$ cat src/rtl/flash_snoop_pkg.sv
package flash_snoop_pkg;

  typedef enum logic [1:0] {
    PH_OPCODE = 2'd0,
    PH_ADDR   = 2'd1,
    PH_DUMMY  = 2'd2,
    PH_PASS   = 2'd3
  } phase_e;

  // line count code: width = 1 << code
  typedef enum logic [1:0] {
    LN_X1 = 2'd0,
    LN_X2 = 2'd1,
    LN_X4 = 2'd2
  } lane_e;

  typedef struct packed {
    logic       known;
    logic [1:0] dummies;
    lane_e      lanes;
    logic       immediate;
  } op_info_t;

  localparam logic [7:0] OP_READ     = 8'h03;
  localparam logic [7:0] OP_PROG     = 8'h02;
  localparam logic [7:0] OP_PROG_X2  = 8'hA2;
  localparam logic [7:0] OP_PROG_X4  = 8'h32;
  localparam logic [7:0] OP_FREAD    = 8'h0B;
  localparam logic [7:0] OP_RD_OX2   = 8'h3B;
  localparam logic [7:0] OP_RD_OX4   = 8'h6B;
  localparam logic [7:0] OP_RD_IOX2  = 8'hBB;
  localparam logic [7:0] OP_RD_IOX4  = 8'hEB;

endpackage

$ cat src/rtl/flash_snoop_opdecode.sv
module flash_snoop_opdecode
  import flash_snoop_pkg::*;
(
  input  logic [7:0] opcode,
  output op_info_t   info
);

  always_comb begin
    info = '{known: 1'b1, dummies: 2'd0, lanes: LN_X1, immediate: 1'b0};
    case (opcode)
      OP_READ, OP_PROG: ;
      OP_PROG_X2: info.lanes = LN_X2;
      OP_PROG_X4: info.lanes = LN_X4;
      OP_FREAD:   info.dummies = 2'd1;
      OP_RD_OX2: begin
        info.dummies = 2'd1;
        info.lanes   = LN_X2;
      end
      OP_RD_OX4: begin
        info.dummies = 2'd1;
        info.lanes   = LN_X4;
      end
      OP_RD_IOX2: begin
        info.dummies   = 2'd1;
        info.lanes     = LN_X2;
        info.immediate = 1'b1;
      end
      OP_RD_IOX4: begin
        info.dummies   = 2'd2;
        info.lanes     = LN_X4;
        info.immediate = 1'b1;
      end
      default: info.known = 1'b0;
    endcase
  end

endmodule

$ cat src/rtl/flash_snoop_lane_ctrl.sv
module flash_snoop_lane_ctrl
  import flash_snoop_pkg::*;
(
  input  logic     clk,
  input  logic     rst_n,
  input  logic     cmd_start,
  input  logic     op_accept,
  input  op_info_t info,
  input  logic     enter_pass,
  output lane_e    lanes
);

  lane_e lanes_q, lanes_d;
  lane_e pend_q, pend_d;
  logic  en;

  assign en = cmd_start | op_accept | enter_pass;

  always_comb begin
    lanes_d = lanes_q;
    pend_d  = pend_q;
    if (cmd_start) begin
      lanes_d = LN_X1;
      pend_d  = LN_X1;
    end else begin
      if (op_accept) begin
        pend_d = info.lanes;
        if (info.immediate) lanes_d = info.lanes;
      end
      if (enter_pass) lanes_d = pend_q;
    end
  end

  always_ff @(posedge clk or negedge rst_n) begin
    if (!rst_n) begin
      lanes_q <= LN_X1;
      pend_q  <= LN_X1;
    end else if (en) begin
      lanes_q <= lanes_d;
      pend_q  <= pend_d;
    end
  end

  assign lanes = lanes_q;

endmodule

$ cat src/rtl/flash_snoop_phase_fsm.sv
module flash_snoop_phase_fsm
  import flash_snoop_pkg::*;
#(
  parameter int ADDR_BYTES = 3,
  parameter int CNT_W      = 2
) (
  input  logic             clk,
  input  logic             rst_n,
  input  logic             cmd_start,
  input  logic             byte_valid,
  input  op_info_t         info,
  output phase_e           phase,
  output logic [CNT_W-1:0] remain,
  output logic             op_accept,
  output logic             enter_pass
);

  phase_e           phase_q, phase_d;
  logic [CNT_W-1:0] remain_q, remain_d;
  logic [1:0]       dum_q, dum_d;
  logic             adv, en;

  assign adv = byte_valid & ~cmd_start;
  assign en  = cmd_start | byte_valid;

  always_comb begin
    phase_d    = phase_q;
    remain_d   = remain_q;
    dum_d      = dum_q;
    op_accept  = 1'b0;
    enter_pass = 1'b0;
    if (cmd_start) begin
      phase_d  = PH_OPCODE;
      remain_d = CNT_W'(1);
      dum_d    = 2'd0;
    end else if (adv) begin
      case (phase_q)
        PH_OPCODE: begin
          if (info.known) begin
            op_accept = 1'b1;
            phase_d   = PH_ADDR;
            remain_d  = CNT_W'(ADDR_BYTES);
            dum_d     = info.dummies;
          end else begin
            phase_d  = PH_PASS;
            remain_d = '0;
          end
        end
        PH_ADDR: begin
          if (remain_q == CNT_W'(1)) begin
            if (dum_q != 2'd0) begin
              phase_d  = PH_DUMMY;
              remain_d = CNT_W'(dum_q);
            end else begin
              phase_d    = PH_PASS;
              remain_d   = '0;
              enter_pass = 1'b1;
            end
          end else begin
            remain_d = remain_q - CNT_W'(1);
          end
        end
        PH_DUMMY: begin
          if (remain_q == CNT_W'(1)) begin
            phase_d    = PH_PASS;
            remain_d   = '0;
            enter_pass = 1'b1;
          end else begin
            remain_d = remain_q - CNT_W'(1);
          end
        end
        default: ;
      endcase
    end
  end

  always_ff @(posedge clk or negedge rst_n) begin
    if (!rst_n) begin
      phase_q  <= PH_PASS;
      remain_q <= '0;
      dum_q    <= 2'd0;
    end else if (en) begin
      phase_q  <= phase_d;
      remain_q <= remain_d;
      dum_q    <= dum_d;
    end
  end

  assign phase  = phase_q;
  assign remain = remain_q;

endmodule

$ cat src/rtl/flash_snoop.sv
module flash_snoop
  import flash_snoop_pkg::*;
#(
  parameter int ADDR_BYTES = 3,
  localparam int CNT_W = ($clog2(ADDR_BYTES + 1) > 2) ? $clog2(ADDR_BYTES + 1) : 2
) (
  input  logic             clk,
  input  logic             rst_n,
  input  logic             cmd_start,
  input  logic             byte_valid,
  input  logic [7:0]       byte_data,
  output logic [1:0]       phase,
  output logic [CNT_W-1:0] remain,
  output logic [2:0]       lane_width,
  output logic [3:0]       dummy_clks,
  output logic             discard
);

  op_info_t info;
  phase_e   phase_s;
  lane_e    lanes_s;
  logic     op_accept;
  logic     enter_pass;

  flash_snoop_opdecode u_dec (
    .opcode (byte_data),
    .info   (info)
  );

  flash_snoop_phase_fsm #(
    .ADDR_BYTES (ADDR_BYTES),
    .CNT_W      (CNT_W)
  ) u_fsm (
    .clk        (clk),
    .rst_n      (rst_n),
    .cmd_start  (cmd_start),
    .byte_valid (byte_valid),
    .info       (info),
    .phase      (phase_s),
    .remain     (remain),
    .op_accept  (op_accept),
    .enter_pass (enter_pass)
  );

  flash_snoop_lane_ctrl u_lane (
    .clk        (clk),
    .rst_n      (rst_n),
    .cmd_start  (cmd_start),
    .op_accept  (op_accept),
    .info       (info),
    .enter_pass (enter_pass),
    .lanes      (lanes_s)
  );

  assign phase      = phase_s;
  assign discard    = (phase_s != PH_PASS);
  assign lane_width = 3'd1 << lanes_s;
  assign dummy_clks = 4'd8 >> lanes_s;

endmodule

$ cat config.mk
export PLATFORM = sky130hd
export DESIGN_NAME = flash_snoop
export DESIGN_NICKNAME = d
export VERILOG_FILES = /design/src/rtl/flash_snoop_pkg.sv /design/src/rtl/flash_snoop_opdecode.sv /design/src/rtl/flash_snoop_lane_ctrl.sv /design/src/rtl/flash_snoop_phase_fsm.sv /design/src/rtl/flash_snoop.sv
export SDC_FILE = /design/constraint.sdc
export NUM_CORES = 1
export LEC_CHECK = 0
export BUFFER_PORTS_ARGS = -buffer_cell sky130_fd_sc_hd__buf_2
export CORE_UTILIZATION = 42
export DETAILED_ROUTE_END_ITERATION = 8
export GPL_TIMING_DRIVEN = 0
export PLACE_DENSITY = 0.71
export SLEW_MARGIN = 20
export SYNTH_ARGS = -nofsm -noshare
export SYNTH_HDL_FRONTEND = slang
export SYNTH_SLANG_ARGS = --single-unit
$ cat constraint.sdc
create_clock -name clk -period 4.7 [get_ports clk]
set_clock_uncertainty 0.1 [all_clocks]
set_input_delay 0.94 -clock clk [delete_from_list [all_inputs] [get_ports clk]]
set_output_delay 0.94 -clock clk [all_outputs]
set_load 0.02 [all_outputs]
==> summary.txt, run 1 <==
Timing
  – Highest clock rate: 451 MHz
  – TNS Setup: 0 ns
  – Final hold vios: 0
  – Setup repair after global routing missed its margin: no
  – Final min period: 2.22 ns
  – Final setup vio count: 0
  – Slew headroom: 0.542
  – Final Hold Slack: 0.405 ns
  – PnR worst setup slack: roughly 2.5 ns
  – Part of the cycle the worst path needs: 0.472
  – Pins Over Slew Limit: 0
  – Worst-Margin Slew: about 0.68 ns

GRT
  – GRT Total Usage: 0.190
  – Vias in the first global route: between 800 and 900
  – Initial antenna violation count: 0
  – First-pass GRT wire length: 3520 µm
  – Grt ovf: 0
  – Largest net degree at the start of global routing: 11

Die
  – Core Region: 2000 µm²
  – Die Span X: approximately 49 µm
  – Cell Rows: 16
  – Effective utilization at floorplan: 0.459
  – I/O pin count: 24
  – Die footprint: around 2400 µm²
  – Chip height: 48.8 µm

Setup path
  – R2r setup slk: about 2.5 ns
  – Slowest CP cell: dfstp_2
  – Critical path class: reg2out
  – WP data arrival: 1.18 ns
  – Data required time at the worst endpoint: ~3.7 ns
  – CP Depth: 3
  – Worst Setup SP: u_fsm.phase[0]
  – Worst-path fanout max: 5
  – Reg-to-reg startpoint: u_fsm.phase[1]
  – CP Capture Type: output pin
  – Crit-path leading delay family: flip-flops
  – WP buf/inv: 2
  – Worst path max stage delay: 0.57 ns
  – Worst reg2reg path depth: 5
  – Worst Setup Start Kind: flip-flop
  – Cells along the critical path: ha_1 -> inv_1 -> buf_2
  – Worst flop-to-flop path endpoint: u_fsm.phase[0]

Routing
  – Total iterations of the first detailed-routing run: 4
  – 1st-iter DRT viols: 20
  – Vias: around 860
  – Residual DRC count: 0
  – Detail Route Antenna Nets: 0
  – Post-DR wirelength/cell: roughly 13 µm
  – Routed WL: around 2000 µm
  – Vias per inst: ~5.7

Power and ir drop
  – Int Power: 195 µW
  – Sw power: 143 µW
  – Combinational Power Share: 0.488
  – Pwr dens: approximately 310 nW/µm²
  – Switching Fraction: 0.424
  – Final Power: roughly 340 µW
  – Leakage: roughly 0.47 nW
  – Max VDD drop: around 0.00023 V
  – Seq pwr share: 0.326
  – Clock power frac: 0.186

Placement
  – Dpl cell area: between 1000 and 1500 µm²
  – Input/output buffers: 21
  – Pre-CTS setup slack: around 2.3 ns
  – GPL Wtd Cong: approximately 0.86
  – Post-placement cell count: between 100 and 150
  – Dpl hpwl: 1550 µm

Finish
  – Post-Layout Cell Count: around 150
  – Share of cells above drive strength 1: 0.352
  – Diodes inserted: 0
  – Finished Core Util: 0.542
  – Area grow syn2layout: 18.0%
  – Post-Layout Inst Area: 1080 µm²
  – Nets: 143

Logic synthesis
  – Post-Syn Area per Cell: just over 9 µm²
  – Sequential area share after synthesis: 0.275
  – Post-synthesis mux area share: 0.0340
  – Syn_nets: 117
  – Synthesized instance count: 100
  – Xor-xnor portion of the synthesized cell area: 0.0190
  – Synth Area in Compound Gates: 0.231
  – Simple-Gate Fraction of Synth Area: 0.301
  – Top FF cell, synth: dfrtp_1
  – Largest family of logic cells by synthesized area: simple AND/OR/NAND/NOR gates
  – Post-synth ARST share: 1.00
  – Unique masters post-synth: 43
  – Flops & latches, synth: 10
  – Synthesized cell area: 920 µm²
  – Synth Area in Adders: 0.0680
  – Synth Warn #: 0
  – Post-synth EDFFs: 0

Clocking
  – Cts bufs inserted: 3
  – Max clock buf depth: 2
  – Clock Latency Late Sink: approximately 0.27 ns
  – Hold buffer count at cts: 0
  – Clk slew on worst S/H paths: around 0.060 ns
  – H-Tree Depth: 1
  – Clock root cell: clkbuf_4
  – Post-CTS resize count: 0
  – Clock Sinks: 10
  – Post-CTS setup buffers: 0
  – TritonCTS clock tree: done

Min path
  – HP Class: in2async

Run
  – Max-cap violations: 0

Outcome
  – Status: finished, final reports clean
## how the worst max path moves through the flow
| stage | slack (ns) | end |
|---|---|---|
| after global placement | 2.30 | u_fsm.remain[1] |
| after global routing | 2.27 | u_fsm.phase[0] |
| after floorplan | 2.51 | u_fsm.remain[1] |
| after detailed placement | 2.26 | u_fsm.dum_q[0] |
| after CTS | 2.47 | discard |
| final | 2.48 | discard |
## layout make-up
class | instances | area, µm²
well taps | 27 | 33.8
inverters | 5 | 18.8
flip-flops and latches | 10 | 253
clock buffers | 4 | 26.3
fillers | 198 | 917
repair buffers | 21 | 105
plain buffers | 7 | 47.5
multi-input cells | 78 | 601
## per-layer routing
metal,wire length [µm],up-vias,global-route usage
li1,-,420,-
met2,960,31,0.313
met4,72,0,0.108
met5,0,-,0
met3,107,11,0.0592
met1,833,400,0.216
## power by group through the flow
stage / Combinational, mW / Sequential [mW] / Clock [mW]
finish: 0.165 / 0.110 / 0.0629
global route: 0.183 / 0.113 / 0.0691
CTS: 0.165 / 0.111 / 0.0646
detailed placement: 0.165 / 0.112 / 0
global placement: 0.160 / 0.111 / 0
floorplan: 0.112 / 0.120 / 0
## flip-flops by register name, summed over array words and instances (netlist names)
name	count
u_lane.pend_q	2
u_fsm.remain	2
u_fsm.dum_q	2
u_fsm.phase	2
u_lane.lanes	2
## cell families after synthesis
logic type / after synthesis
compound gates: 26
xor+xnor: 2
fa+ha+maj: 5
buf+inv: 12
flops: 10
mux: 3
simple gates: 42
## cells in the final DEF (no fill, tap or decap), types with 2 or more instances in the layout
master and n:
clkbuf_4 3, a21oi_1 7, nor2b_1 3, buf_4 3, nand3_1 4, ha_1 5, inv_1 5, nand2_1 6
nor3_1 3, nor4b_2 2, nor2_1 11, a211oi_1 3, and2_1 2, o31ai_1 3, o21ai_0 4, buf_2 23
dfstp_2 2, mux2i_1 2, dfrtp_1 8
## Yosys cell counts, types with 2 or more instances
cell | n | area share
buf_4 | 3 | 0.024
nor3_1 | 3 | 0.016
a211oi_1 | 3 | 0.024
ha_1 | 5 | 0.068
buf_2 | 2 | 0.011
o31ai_1 | 3 | 0.024
nor2_1 | 11 | 0.045
nor2b_1 | 3 | 0.020
dfstp_2 | 2 | 0.057
nand2_1 | 6 | 0.024
mux2i_1 | 2 | 0.022
nand3_1 | 4 | 0.022
a21oi_1 | 7 | 0.038
and2_1 | 2 | 0.014
dfrtp_1 | 8 | 0.22
nor4b_2 | 2 | 0.033
o21ai_0 | 4 | 0.022
inv_1 | 5 | 0.020
No activity file was read; power rests on OpenSTA's default activity.
==> run 2, diff against run 1 <==
--- a/config.mk
+++ b/config.mk
@@ -5,6 +5,7 @@
 export SDC_FILE = /design/constraint.sdc
 export NUM_CORES = 1
 export LEC_CHECK = 0
+export ABC_AREA = 1
 export BUFFER_PORTS_ARGS = -buffer_cell sky130_fd_sc_hd__buf_2
 export CORE_UTILIZATION = 42
 export DETAILED_ROUTE_END_ITERATION = 8
==> constraint.sdc (replaced) <==
create_clock -name clk -period 2.13 [get_ports clk]
set_clock_uncertainty 0.1 [all_clocks]
set_input_delay 0.426 -clock clk [delete_from_list [all_inputs] [get_ports clk]]
set_output_delay 0.426 -clock clk [all_outputs]
set_load 0.02 [all_outputs]
==> run 2 against run 1 <==
  * Die area fell by 0.92%
  * Cell area rose by 2.0%
  * Highest routed layer unchanged
  * Combinational power rose to 2.9 times the previous value
  * Largest cell class unchanged
  * Clock power rose to 2.9 times the previous value
  * Via count rose by 13%
  * Worst hold slack got worse by 0.010 ns
  * Core utilization rose by 1.1 points
  * Register-to-register slack got worse by 2.2 ns
  * Sequential cell count did not move
==> summary.txt, run 2 <==
Routing
  – Detail Route Antenna Nets: 0 (unchanged)
  – Met2 wire length: 955 µm (-0.52%)
  – Total iterations of the first detailed-routing run: 4 (unchanged)
  – Met3 wire len: 89 µm (-17%)
  – Vias per inst: 4.95 (-13%)
  – Residual DRC count: 0 (unchanged)
  – Vias: 975 (+13%)
  – Post-DR wirelength/cell: 10.3 µm (-21%)
  – Routed WL: 2020 µm (+2.4%)
  – Top layer in use: met4
  – Met1 WL: 924 µm (+11%)
  – 1st-iter DRT viols: 28 (+40%)

Finish
  – Area grow syn2layout: 21.4%
  – Most frequent cells in the layout: 30 x nand2_1, 23 x buf_2, 22 x nor2_1
  – Fill count: 210 (+6.1%)
  – Nets: 188 (+31%)
  – Share of cells above drive strength 1: 0.288 (-0.0638)
  – Finished Core Util: 0.553 (+0.0106)
  – Post-Layout Cell Count: 197 (+30%)
  – Most common cell after layout, fill and taps aside: nand2_1
  – Diodes inserted: 0 (unchanged)

Power and ir drop
  – Leakage: 0.617 nW (+32%)
  – Switching Fraction: 0.457 (+0.0325)
  – Int Power: 500 µW (+160%)
  – Combinational Power Share: 0.517 (+0.029)
  – Max VDD drop: 0.000595 V (+160%)
  – Sw power: 420 µW (+190%)
  – Seq pwr share: 0.286 (-0.040)
  – Pwr dens: 832 nW/µm² (+170%)
  – Clock power frac: 0.197 (+0.011)

Setup path
  – WP buf/inv: 2 (unchanged)
  – Cells along the critical path: inv_1 -> ha_1 -> nor2_1 -> inv_2 -> nor2_1 -> nor2_1 -> nor2_1 -> a21oi_1 -> o21ai_0
  – Worst path max stage delay: 0.56 ns (about the same)
  – Crit path top cell by count: nor2_1
  – CP Depth: 9 (+6)
  – Worst reg2reg path depth: 9 (+4)
  – Crit-path leading delay family: flip-flops
  – Critical path class: reg2reg
  – R2r setup slk: 0.28 ns (-2.21 ns)
  – WP data arrival: 1.95 ns (+0.77 ns)
  – Data required time at the worst endpoint: 2.23 ns (-1.43 ns)
  – Slowest CP cell: dfstp_2
  – Worst-path fanout max: 4 (-1)
  – CP Capture Type: flip-flop
  – Worst Setup Start Kind: flip-flop

Clocking
  – Clock Sinks: 10 (unchanged)
  – TritonCTS clock tree: done
  – Clock Latency Late Sink: 0.27 ns (about the same)
  – H-Tree Depth: 1 (unchanged)
  – Post-CTS resize count: 0 (unchanged)
  – Clock root cell: clkbuf_4
  – Clk slew on worst S/H paths: 0.08 ns (+0.02 ns)
  – Cts bufs inserted: 3 (unchanged)
  – Max clock buf depth: 2 (unchanged)

Die
  – Die footprint: 2360 µm² (-0.92%)
  – I/O pin count: 24 (unchanged)
  – Die Span X: 48.6 µm (-0.46%)
  – Core Region: 2000 µm² (unchanged)
  – Cell Rows: 16 (unchanged)
  – Effective utilization at floorplan: 0.455 (-0.00437)
  – Chip height: 48.6 µm (-0.46%)

Placement
  – Input/output buffers: 23 (+9.5%)
  – Dpl hpwl: 1660 µm (+7.0%)
  – GPL Wtd Cong: 0.904 (+5.3%)
  – Post-placement cell count: 192 (+30%)

Timing
  – Part of the cycle the worst path needs: 0.868
  – Worst-Margin Slew: 0.248 ns (-0.433 ns)
  – Slew headroom: 0.834 (+0.292)
  – Final min period: about 1.8 ns
  – Final setup vio count: 0 (unchanged)
  – Setup repair after global routing missed its margin: no
  – Final hold vios: 0 (unchanged)
  – Highest clock rate: ~540 MHz
  – Pins Over Slew Limit: 0 (unchanged)
  – TNS Setup: 0 ns (unchanged)

Logic synthesis
  – Unique masters post-synth: 23 (-47%)
  – Most frequent cell after synthesis: nand2_1
  – Syn_nets: 159 (+36%)
  – Yosys top cell by area: dfrtp_1
  – Post-synth EDFFs: 0 (unchanged)
  – Post-Syn Area per Cell: 6.41 µm² (-30%)
  – Top cells by area, synth: dfrtp_1 22%, nand2_1 12%, nand3_1 9.3%, nor2_1 9.1%, inv_1 8.2%
  – Top-area cell type share of the netlist area: 0.220 (+0.00209)
  – Sequential area share after synthesis: 0.277 (+0.00264)
  – Top cells by count, synth: 30 x nand2_1, 22 x nor2_1, 20 x inv_1
  – Post-synth ARST share: 1.00 (unchanged)
  – Top FF cell, synth: dfrtp_1
  – Synthesized instance count: 142 (+42%)
  – Flops & latches, synth: 10 (unchanged)
  – Synthesized cell area: 911 µm² (-0.95%)
  – Synth Warn #: 0 (unchanged)

GRT
  – Largest net degree at the start of global routing: 11 (unchanged)
  – Grt ovf: 0 (unchanged)
  – Initial antenna violation count: 0 (unchanged)
  – Vias in the first global route: 919 (+11%)
  – GRT Total Usage: 0.196 (+0.00605)
  – First-pass GRT wire length: 3620 µm (+2.9%)

Min path
  – HP Class: in2reg
  – Hold path depth: 3

Run
  – Max-cap violations: 0 (unchanged)

Outcome
  – Status: finished, final reports clean
-- run 2: cell types whose count changed after synthesis, sizes merged, moves of 3 or more --
| cell | delta |
|---|---|
| a211oi | -3 |
| nor2b | -3 |
| buf | -4 |
| inv | +18 |
| nand3 | +14 |
| a21oi | -4 |
| o31ai | -3 |
| nand2 | +32 |
| nor2 | +14 |
-- run 2: cells by family (layout without fill, tap and decap cells) --
group / after synthesis / in the layout / share of synthesized area
fa+ha+maj: 5 / 5 / 0.0687
simple gates: 89 / 89 / 0.462
buf+inv: 26 / 54 / 0.120
flops: 10 / 10 / 0.277
compound gates: 12 / 12 / 0.0728
-- run 2: power by group through the flow --
stage	logic, mW	registers (mW)	clock network, mW
CTS	0.472	0.264	0.183
detailed placement	0.467	0.269	0
floorplan	0.308	0.301	0
global placement	0.460	0.265	0
finish	0.475	0.264	0.181
global route	0.536	0.270	0.195
-- run 2: worst reg2reg max path, delay by kind of cell, from the launching register on --
kind | cells | cell delay, ns
flip-flops | 1 | 0.56
AND/OR/NAND/NOR | 4 | 0.53
buffers and inverters | 2 | 0.13
AO/OA/AOI/OAI | 2 | 0.23
adder cells (fa/ha/maj) | 1 | 0.23
-- run 2: stage by stage --
stage	hold WS [ns]	instance area [µm²]	setup WS (ns)	power, mW
4_1_cts	0.400	1110	0.287	0.920
6_report	0.395	1110	0.280	0.920
2_1_floorplan	0.0304	911	0.394	0.609
5_1_grt	0.428	1110	0.0389	1.00
3_3_place_gp	0.197	1060	0.323	0.725
3_5_place_dp	0.204	1060	0.308	0.735
-- run 2: area by class of cell --
class	instances	area, µm²	area share
Buffer	3	22.5	0.0204
Clock buffer	4	36.3	0.0328
Inverter	23	86.3	0.0781
Multi-Input combinational cell	106	549	0.497
Sequential cell	10	253	0.229
Tap cell	27	33.8	0.0305
Timing Repair Buffer	24	125	0.113
-- run 2: worst paths after layout --
kind / from / endpoint
hold reg to reg: u_lane.pend_q[1] / u_lane.pend_q[1]
min in group asynchronous: rst_n / u_lane.lanes[1]
setup / recovery: u_fsm.phase[1] / u_fsm.phase[1]
max in group asynchronous: rst_n / u_fsm.phase[0]
setup reg to reg: u_fsm.phase[1] / u_fsm.phase[1]
hold / removal: byte_data[7] / u_fsm.dum_q[1]
-- run 2: per-layer routing --
metal | vias up | track usage
li1 | 502 | -
met1 | 434 | 0.249
met2 | 32 | 0.322
met3 | 7 | 0.0220
met4 | 0 | 0.113
met5 | - | 0
-- run 2: timing repair --
item,in CTS,in global routing
endpoints found under the hold margin,8,0
buffers inserted,0,0
hold buffers,1,0
setup endpoints to repair,0,0
